**src/rtl/dbg_pkg.sv**
```systemverilog
// Shared types for the dead-band generator.
// Assumes the 6-bit control word layout described in the brief.
package dbg_pkg;

    localparam int CTRL_W = 6;

    // Routing of the two inputs into the rising and falling delay paths.
    typedef enum logic [1:0] {
        SRC_A_BOTH      = 2'b00,
        SRC_B_RISE_ONLY = 2'b01,
        SRC_A_RISE_ONLY = 2'b10,
        SRC_B_BOTH      = 2'b11
    } src_sel_e;

    // Control word, MSB first: source select, falling inversion,
    // rising inversion, rising path onto A, falling path onto B.
    typedef struct packed {
        src_sel_e src_sel;
        logic     inv_fall;
        logic     inv_rise;
        logic     use_rise;
        logic     use_fall;
    } ctrl_t;

endpackage

```
**src/rtl/dbg_src_select.sv**
```systemverilog
// Source selector: picks the input that feeds each delay path.
// Purely combinational; assumes both inputs are already synchronous.
module dbg_src_select
    import dbg_pkg::*;
(
    input  logic     pwm_a_i,
    input  logic     pwm_b_i,
    input  src_sel_e src_sel_i,
    output logic     rise_src_o,
    output logic     fall_src_o
);

    // Decode the routing code into one source per path.
    always_comb begin
        unique case (src_sel_i)
            SRC_A_BOTH: begin
                rise_src_o = pwm_a_i;
                fall_src_o = pwm_a_i;
            end
            SRC_B_RISE_ONLY: begin
                rise_src_o = pwm_b_i;
                fall_src_o = pwm_a_i;
            end
            SRC_A_RISE_ONLY: begin
                rise_src_o = pwm_a_i;
                fall_src_o = pwm_b_i;
            end
            default: begin
                rise_src_o = pwm_b_i;
                fall_src_o = pwm_b_i;
            end
        endcase
    end

endmodule

```
**src/rtl/dbg_edge_delay.sv**
```systemverilog
// Single-edge delay path. The edge INTO DELAYED_LEVEL is postponed
// until the source has held that level for dly_i + 1 samples. The edge
// away from it passes on the next clock. Shorter excursions are dropped.
// Assumes src_i is synchronous to clk_i. Reset output level is 0.
module dbg_edge_delay #(
    parameter int DLY_W         = 10,
    parameter bit DELAYED_LEVEL = 1'b1
) (
    input  logic             clk_i,
    input  logic             rst_ni,
    input  logic             src_i,
    input  logic [DLY_W-1:0] dly_i,
    output logic             dly_o
);

    logic [DLY_W-1:0] run_q;
    logic             lvl_q;

    // Count how long the source has sat at the delayed level; release the edge at the limit.
    always_ff @(posedge clk_i) begin
        if (!rst_ni) begin
            run_q <= '0;
            lvl_q <= 1'b0;
        end else if (src_i != DELAYED_LEVEL) begin
            run_q <= '0;
            lvl_q <= src_i;
        end else if (run_q >= dly_i) begin
            lvl_q <= DELAYED_LEVEL;
        end else begin
            run_q <= run_q + 1'b1;
        end
    end

    assign dly_o = lvl_q;

    AST_NO_EARLY_EDGE: assert property (@(posedge clk_i) disable iff (!rst_ni)
        (lvl_q == DELAYED_LEVEL && $past(lvl_q) != DELAYED_LEVEL)
            |-> $past(src_i) == DELAYED_LEVEL);

    AST_FAST_EDGE_PASSES: assert property (@(posedge clk_i) disable iff (!rst_ni)
        ($past(rst_ni) && $past(src_i) != DELAYED_LEVEL)
            |-> lvl_q == $past(src_i));

endmodule

```
**src/rtl/dbg_out_stage.sv**
```systemverilog
// Output stage: per output, choose the delayed path (optionally
// inverted) or the undelayed input, and register the result.
// Assumes all inputs come from registers in the same clock domain.
module dbg_out_stage (
    input  logic clk_i,
    input  logic rst_ni,
    input  logic byp_a_i,
    input  logic byp_b_i,
    input  logic rise_i,
    input  logic fall_i,
    input  logic use_rise_i,
    input  logic use_fall_i,
    input  logic inv_rise_i,
    input  logic inv_fall_i,
    output logic gate_a_o,
    output logic gate_b_o
);

    logic nxt_a;
    logic nxt_b;

    // Select and polarise the next value of each output.
    always_comb begin
        nxt_a = use_rise_i ? (rise_i ^ inv_rise_i) : byp_a_i;
        nxt_b = use_fall_i ? (fall_i ^ inv_fall_i) : byp_b_i;
    end

    // Register both outputs; reset forces the inactive, un-inverted level.
    always_ff @(posedge clk_i) begin
        if (!rst_ni) begin
            gate_a_o <= 1'b0;
            gate_b_o <= 1'b0;
        end else begin
            gate_a_o <= nxt_a;
            gate_b_o <= nxt_b;
        end
    end

endmodule

```
**src/rtl/deadband_gen.sv**
```systemverilog
// Dead-band generator top. Samples the two PWM inputs, routes them to a
// rising-delay and a falling-delay path, then selects and polarises the
// outputs. Latency from input to output is two edges plus any delay.
// Assumes the PWM inputs and the control word are synchronous to clk_i.
module deadband_gen
    import dbg_pkg::*;
#(
    parameter int DLY_W = 10
) (
    input  logic              clk_i,
    input  logic              rst_ni,
    input  logic              pwm_a_i,
    input  logic              pwm_b_i,
    input  logic [CTRL_W-1:0] ctrl_i,
    input  logic [DLY_W-1:0]  rise_dly_i,
    input  logic [DLY_W-1:0]  fall_dly_i,
    output logic              gate_a_o,
    output logic              gate_b_o
);

    localparam int NPATH = 2;

    ctrl_t            ctrl;
    logic             byp_a_q;
    logic             byp_b_q;
    logic [NPATH-1:0] path_src;
    logic [NPATH-1:0] path_out;
    logic [DLY_W-1:0] path_dly [NPATH];

    assign ctrl = ctrl_t'(ctrl_i);

    // Capture the inputs so the bypass route matches the delay-path latency.
    always_ff @(posedge clk_i) begin
        if (!rst_ni) begin
            byp_a_q <= 1'b0;
            byp_b_q <= 1'b0;
        end else begin
            byp_a_q <= pwm_a_i;
            byp_b_q <= pwm_b_i;
        end
    end

    dbg_src_select u_src (
        .pwm_a_i    (pwm_a_i),
        .pwm_b_i    (pwm_b_i),
        .src_sel_i  (ctrl.src_sel),
        .rise_src_o (path_src[0]),
        .fall_src_o (path_src[1])
    );

    assign path_dly[0] = rise_dly_i;
    assign path_dly[1] = fall_dly_i;

    // Path 0 delays rising edges, path 1 delays falling edges.
    for (genvar p = 0; p < NPATH; p++) begin : g_path
        dbg_edge_delay #(
            .DLY_W         (DLY_W),
            .DELAYED_LEVEL (p == 0)
        ) u_delay (
            .clk_i  (clk_i),
            .rst_ni (rst_ni),
            .src_i  (path_src[p]),
            .dly_i  (path_dly[p]),
            .dly_o  (path_out[p])
        );
    end

    dbg_out_stage u_out (
        .clk_i      (clk_i),
        .rst_ni     (rst_ni),
        .byp_a_i    (byp_a_q),
        .byp_b_i    (byp_b_q),
        .rise_i     (path_out[0]),
        .fall_i     (path_out[1]),
        .use_rise_i (ctrl.use_rise),
        .use_fall_i (ctrl.use_fall),
        .inv_rise_i (ctrl.inv_rise),
        .inv_fall_i (ctrl.inv_fall),
        .gate_a_o   (gate_a_o),
        .gate_b_o   (gate_b_o)
    );

    AST_RESET_CLEARS_OUT: assert property (@(posedge clk_i)
        !rst_ni |=> (gate_a_o == 1'b0 && gate_b_o == 1'b0));

    AST_BYPASS_A: assert property (@(posedge clk_i) disable iff (!rst_ni)
        ($past(rst_ni) && $past(rst_ni, 2) && !$past(ctrl_i[1]))
            |-> gate_a_o == $past(pwm_a_i, 2));

    AST_BYPASS_B: assert property (@(posedge clk_i) disable iff (!rst_ni)
        ($past(rst_ni) && $past(rst_ni, 2) && !$past(ctrl_i[0]))
            |-> gate_b_o == $past(pwm_b_i, 2));

endmodule

```
**config.mk**
```make
export PLATFORM = sky130hd
export DESIGN_NAME = deadband_gen
export DESIGN_NICKNAME = d
export VERILOG_FILES = /design/src/rtl/dbg_pkg.sv /design/src/rtl/dbg_src_select.sv /design/src/rtl/dbg_edge_delay.sv /design/src/rtl/dbg_out_stage.sv /design/src/rtl/deadband_gen.sv
export SDC_FILE = /design/constraint.sdc
export NUM_CORES = 1
export LEC_CHECK = 0
export ABC_AREA = 1
export CAP_MARGIN = 20
export CORE_MARGIN = 2
export CORE_UTILIZATION = 58
export DETAILED_ROUTE_END_ITERATION = 12
export HOLD_SLACK_MARGIN = 0.06
export PLACE_DENSITY = 0.95
export SLEW_MARGIN = 25
export SYNTH_ARGS = -nofsm -noshare
export SYNTH_HDL_FRONTEND = slang
export SYNTH_SLANG_ARGS = --single-unit
```
**constraint.sdc**
```tcl
create_clock -name clk_i -period 2.6 [get_ports clk_i]
set_input_delay 0.52 -clock clk_i [delete_from_list [all_inputs] [get_ports clk_i]]
set_output_delay 0.52 -clock clk_i [all_outputs]
set_load 0.01 [all_outputs]
```
== Word-level counts from Yosys, hierarchy flattened ==
Cells that the tools add are included.
Widths: inputs -> output; s select.

* Memories: 0
* Output and inout port bits: 2
* Memory bits (read-only): 0
* Bits in registers: 26
* Bits in latches: 0
* Input bits: 30
* Bits in writable memories: 0

* $lt $le $gt $ge: 2
* Equal/unequal tests: 2
* Bitwise gates (word level): 3
* Reduce and logical (&&, ||, !) cells: 6
* Div/mod/pow operators: 0
* Shifts and indexed selects: 0
* Mux-type cells: 6
* $mul: 0
* Add/subtract/negate cells: 2

{| class="wikitable"
|+ Operators with widths
! cell !! count
|-
| $add 10x1->10 const B || 2
|-
| $ge 10x10->1 || 2
|-
| $mux 1 || 6
|-
| $reduce_or 2->1 || 3
|-
| $eq 2x1->1 const B || 1
|-
| $eq 2x2->1 const B || 1
|-
| $logic_not 2->1 || 1
|-
| $reduce_and 2->1 || 1
|-
| $reduce_bool 2->1 || 1
|-
| $xor 1x1->1 || 2
|-
| $not 1->1 || 1
|}

== Logic depth before layout (Yosys ltp) ==
* Depth after elaboration: 4
* Mapped depth: 11
* Depth with buffers taken out: 11

== Hierarchy ==
Synthesis repeated with hierarchy kept, for this count alone.

* Cells, all modules: 312
* Area, all modules: 2072.0 um^2

{| class="wikitable"
|+ Modules (own cells, without submodules)
! module !! area each (um^2) !! instances !! cells an instance
|-
| dbg_edge_delay (g_path[1].u_delay) || 938.4 || 1 || 139
|-
| dbg_edge_delay (g_path[0].u_delay) || 934.6 || 1 || 138
|-
| dbg_out_stage || 113.9 || 1 || 21
|-
| deadband_gen || 55.1 || 1 || 6
|-
| dbg_src_select || 30.0 || 1 || 8
|}

== Worst setup path after synthesis ==
No wires, ideal clock.

* Kind: input-to-reg
* From: input fall_dly_i[9]
* To: register g_path[1].u_delay.run_q[4]
* Cell stages on the path: 9
* Arrival: 1522 ps
* Setup slack: 963 ps
* Path through: inv_1 ha_1 nand2_2 inv_2 a21oi_2 nand3_2 buf_6 o21ai_1 nor2_1

* Longest elaborated chain between the ends: 1

{| class="wikitable"
|+ RTL lines
! item !! line !! text
|-
| start, declared || deadband_gen.sv:16 || <nowiki>input logic [DLY_W-1:0] fall_dly_i,</nowiki>
|-
| $ge 10x10->1 || dbg_edge_delay.sv:27 || <nowiki>end else if (run_q >= dly_i) begin</nowiki>
|-
| end signal, assigned || dbg_edge_delay.sv:30 || <nowiki>run_q <= run_q + 1'b1;</nowiki>
|-
| end, declared || dbg_edge_delay.sv:16 || <nowiki>logic [DLY_W-1:0] run_q;</nowiki>
|}

Every way passes these cells.
A chain may end at the register's enable or synchronous reset.

== Worst setup path after layout ==
Same ends and word-level chain as after synthesis.

==> impl_metrics.ini <==
[timing]
fin_crit_ps = 1930
max-slew-margin-rel_pct = 75.4
fin_skew_ps = 4.97
rsz0062_at_grt = false
hold_violations = 0
tightest_slew_ps = 368
finalCritPeriodShare_pct = 74.4
fin_ws_ps = 667
tns_ps = 0
fmax_mhz = 517
setup_viol = 0
holdWs_ps = 480
timing.final.max_slew_violations = 0

[pwr]
total_power_mw = 0.817
p_leak_nw = 1.23
combPwrFrac_pct = 15.2
intPower_mw = 0.633
p_sw_share_pct = 22.6
p_seq_share_pct = 50.7
clockPowerShare_pct = 34.1
power_density_nw_per_um2 = 334
p_switching_mw = 0.185
ir_worst_vdd_mv = 0.195

[cts]
cts-resized-gates = 0
cts.sinks = 26
cts-root-buf = clkbuf_4
clkSlewWorstSetupHoldPaths_ps = 140
cts_hold_buf = 0
cts.path.max_buffers = 2
clk_latency_ps = 330
cts_tree = built
postCtsSetupBuffers = 0
numCtsBuffers = 3
htreeDepth = 1

[final_layout]
drive_gt1_share_pct = 8.41
mostFrequentLayoutCell = nand2_1
layout.cells.non_filler = 391
nNetsFinal = 398
fin_util_pct = 72.7
design_area_sq_um = 2440
area_growth_pct = 19.5
layout_common_cells = nand2_1 (95), inv_1 (57), clkdlybuf4s50_1 (31)
antenna_cells = 0
fillerInstances = 278

[synthesis]
syn_avg_cell_area_sq_um = 6.53
syn_inst = 313
syn-num-nets = 365
ys_types = 24
ys_ff_latch = 26
syn_area_sq_um = 2040
yosysSeqAreaShare_pct = 25.5
ys_warn_count = 0

[critical_path]
crit_start = fall_dly_i[9]
critPathRequiredTime_ps = 2880
critical_path.max_fanout = 11
cp.arrival_ps = 2220
ff2ff_path_depth = 10
r2r-start = g_path[1].u_delay.run_q[5]
r2r_end = g_path[1].u_delay.run_q[4]
rrSetupSlack_ps = 880
endpoint_kind = register
worstSetupStartpointType = primary input
worstSetupPathType = in2reg

[place]
dpl.cell_count = 387
hpwl_um = 3370
dpl_cell_area_sq_um = 2390
gp_congestion = 0.845
portBuffers = 31
pre_cts_ws_ps = 329

[grt]
grt_start_max_net_pins = 16
grt_antenna_before_repair = 0
overflow = 0
grtUsageTotal_pct = 22.8
grt_first_pass_wirelength_um = 7530
grt_pass1_vias = 1899

[worst_hold_path]
min_path_cells = 2
hp-start = byp_a_q
hold_path.class = reg2reg
hold-path-endpoint = u_out.gate_a_o

[floorplan]
placeableCoreArea_sq_um = 3360
rows = 21
die_area_sq_um = 4020
die_h_um = 63.4
die_x_um = 63.4
ios = 32
start_util_pct = 60.8

[drt]
post-route-drc-count = 0
routedWlPerCell_um = 11.0
first_pass_iters = 4
totalWireLength_um = 4310
drt_iter0_drc = 73
vias_per_cell = 5.16
via_count = 2018
final_antenna_net_count = 0

[status]
outcome = finished clean

[job]
max-cap-violations = 0
-- critical path, stage by stage --
cell,delay [ps]
clkdlybuf4s50_1,450
inv_1,40
ha_1,320
nand2_2,120
inv_2,50
a21oi_2,180
nand3_2,240
nor2_1,170
nor2_1,50
nor2_1,70
-- power by group through the flow --
stage	sequential (mW)	clock [mW]	combinational, mW
3_5_place_dp	0.423	0	0.125
2_1_floorplan	0.423	0	0.0612
5_1_grt	0.416	0.299	0.142
3_3_place_gp	0.423	0	0.119
6_report	0.414	0.279	0.124
4_1_cts	0.414	0.282	0.125
-- worst max path at each step --
stage / end / slack (ps)
2_1_floorplan: g_path[1].u_delay.run_q[4] / 960
3_3_place_gp: g_path[1].u_delay.run_q[4] / 380
3_5_place_dp: g_path[1].u_delay.run_q[4] / 330
4_1_cts: g_path[1].u_delay.run_q[4] / 660
5_1_grt: g_path[1].u_delay.run_q[4] / 530
6_report: g_path[1].u_delay.run_q[4] / 670
-- registers in the layout, indices dropped and copies added, names as in the netlist --
signal                cells
g_path.u_delay.run_q     20
g_path.u_delay.dly_o      2
byp_a_q                   1
byp_b_q                   1
u_out.gate_a_o            1
u_out.gate_b_o            1
-- kinds of logic after synthesis --
kind of cell,count (synthesis),synth area share [%]
and+or+nand+nor,159,36.1
buffers and inverters,67,13.2
AOI/OAI and AO/OA,32,8.81
DFF,26,25.5
adders and majority gates,22,13.5
xor gates and xnor gates,7,3.00
-- final cells by class --
| class | instances | area, sq um | share of cell area [%] |
|---|---|---|---|
| well taps | 46 | 57.6 | 2.36 |
| multi-input cells | 220 | 1250 | 51.4 |
| inverters | 62 | 233 | 9.52 |
| clock buffers | 3 | 22.5 | 0.922 |
| flip-flops and latches | 26 | 520 | 21.3 |
| clock inverters | 1 | 30.0 | 1.23 |
| repair buffers | 33 | 325 | 13.3 |
-- cell usage after synthesis --
cell type  instances  share of area [%]
inv_1             57                 10
buf_6              2                1.1
o21ai_0            4               0.98
o211ai_1           2               0.73
a21oi_4            1               0.80
nand2_1           95                 17
dfxtp_1           26                 25
clkbuf_1           1               0.18
nor2_2             6                1.8
xor2_1             5                2.1
nand3_1           25                6.1
nand3_2            4                2.0
nor2_1            11                2.0
o21ai_1            1               0.24
nand3b_1           4                1.5
a21oi_1           23                5.6
nor2_4             4                2.2
nand2_2            2               0.61
inv_2              5               0.92
ha_1              22                 13
a21oi_2            1               0.43
buf_2              2               0.49
nand4_1            8                2.4
xnor2_1            2               0.86
-- per-layer routing --
metal	share of wire (%)	vias up	GRT usage (%)
li1	-	1051	-
met1	41	912	24.5
met2	53	44	43.0
met3	4.1	11	3.75
met4	1.8	0	10.1
met5	0	-	0
Note: power is estimated with default switching activity, not from simulation.
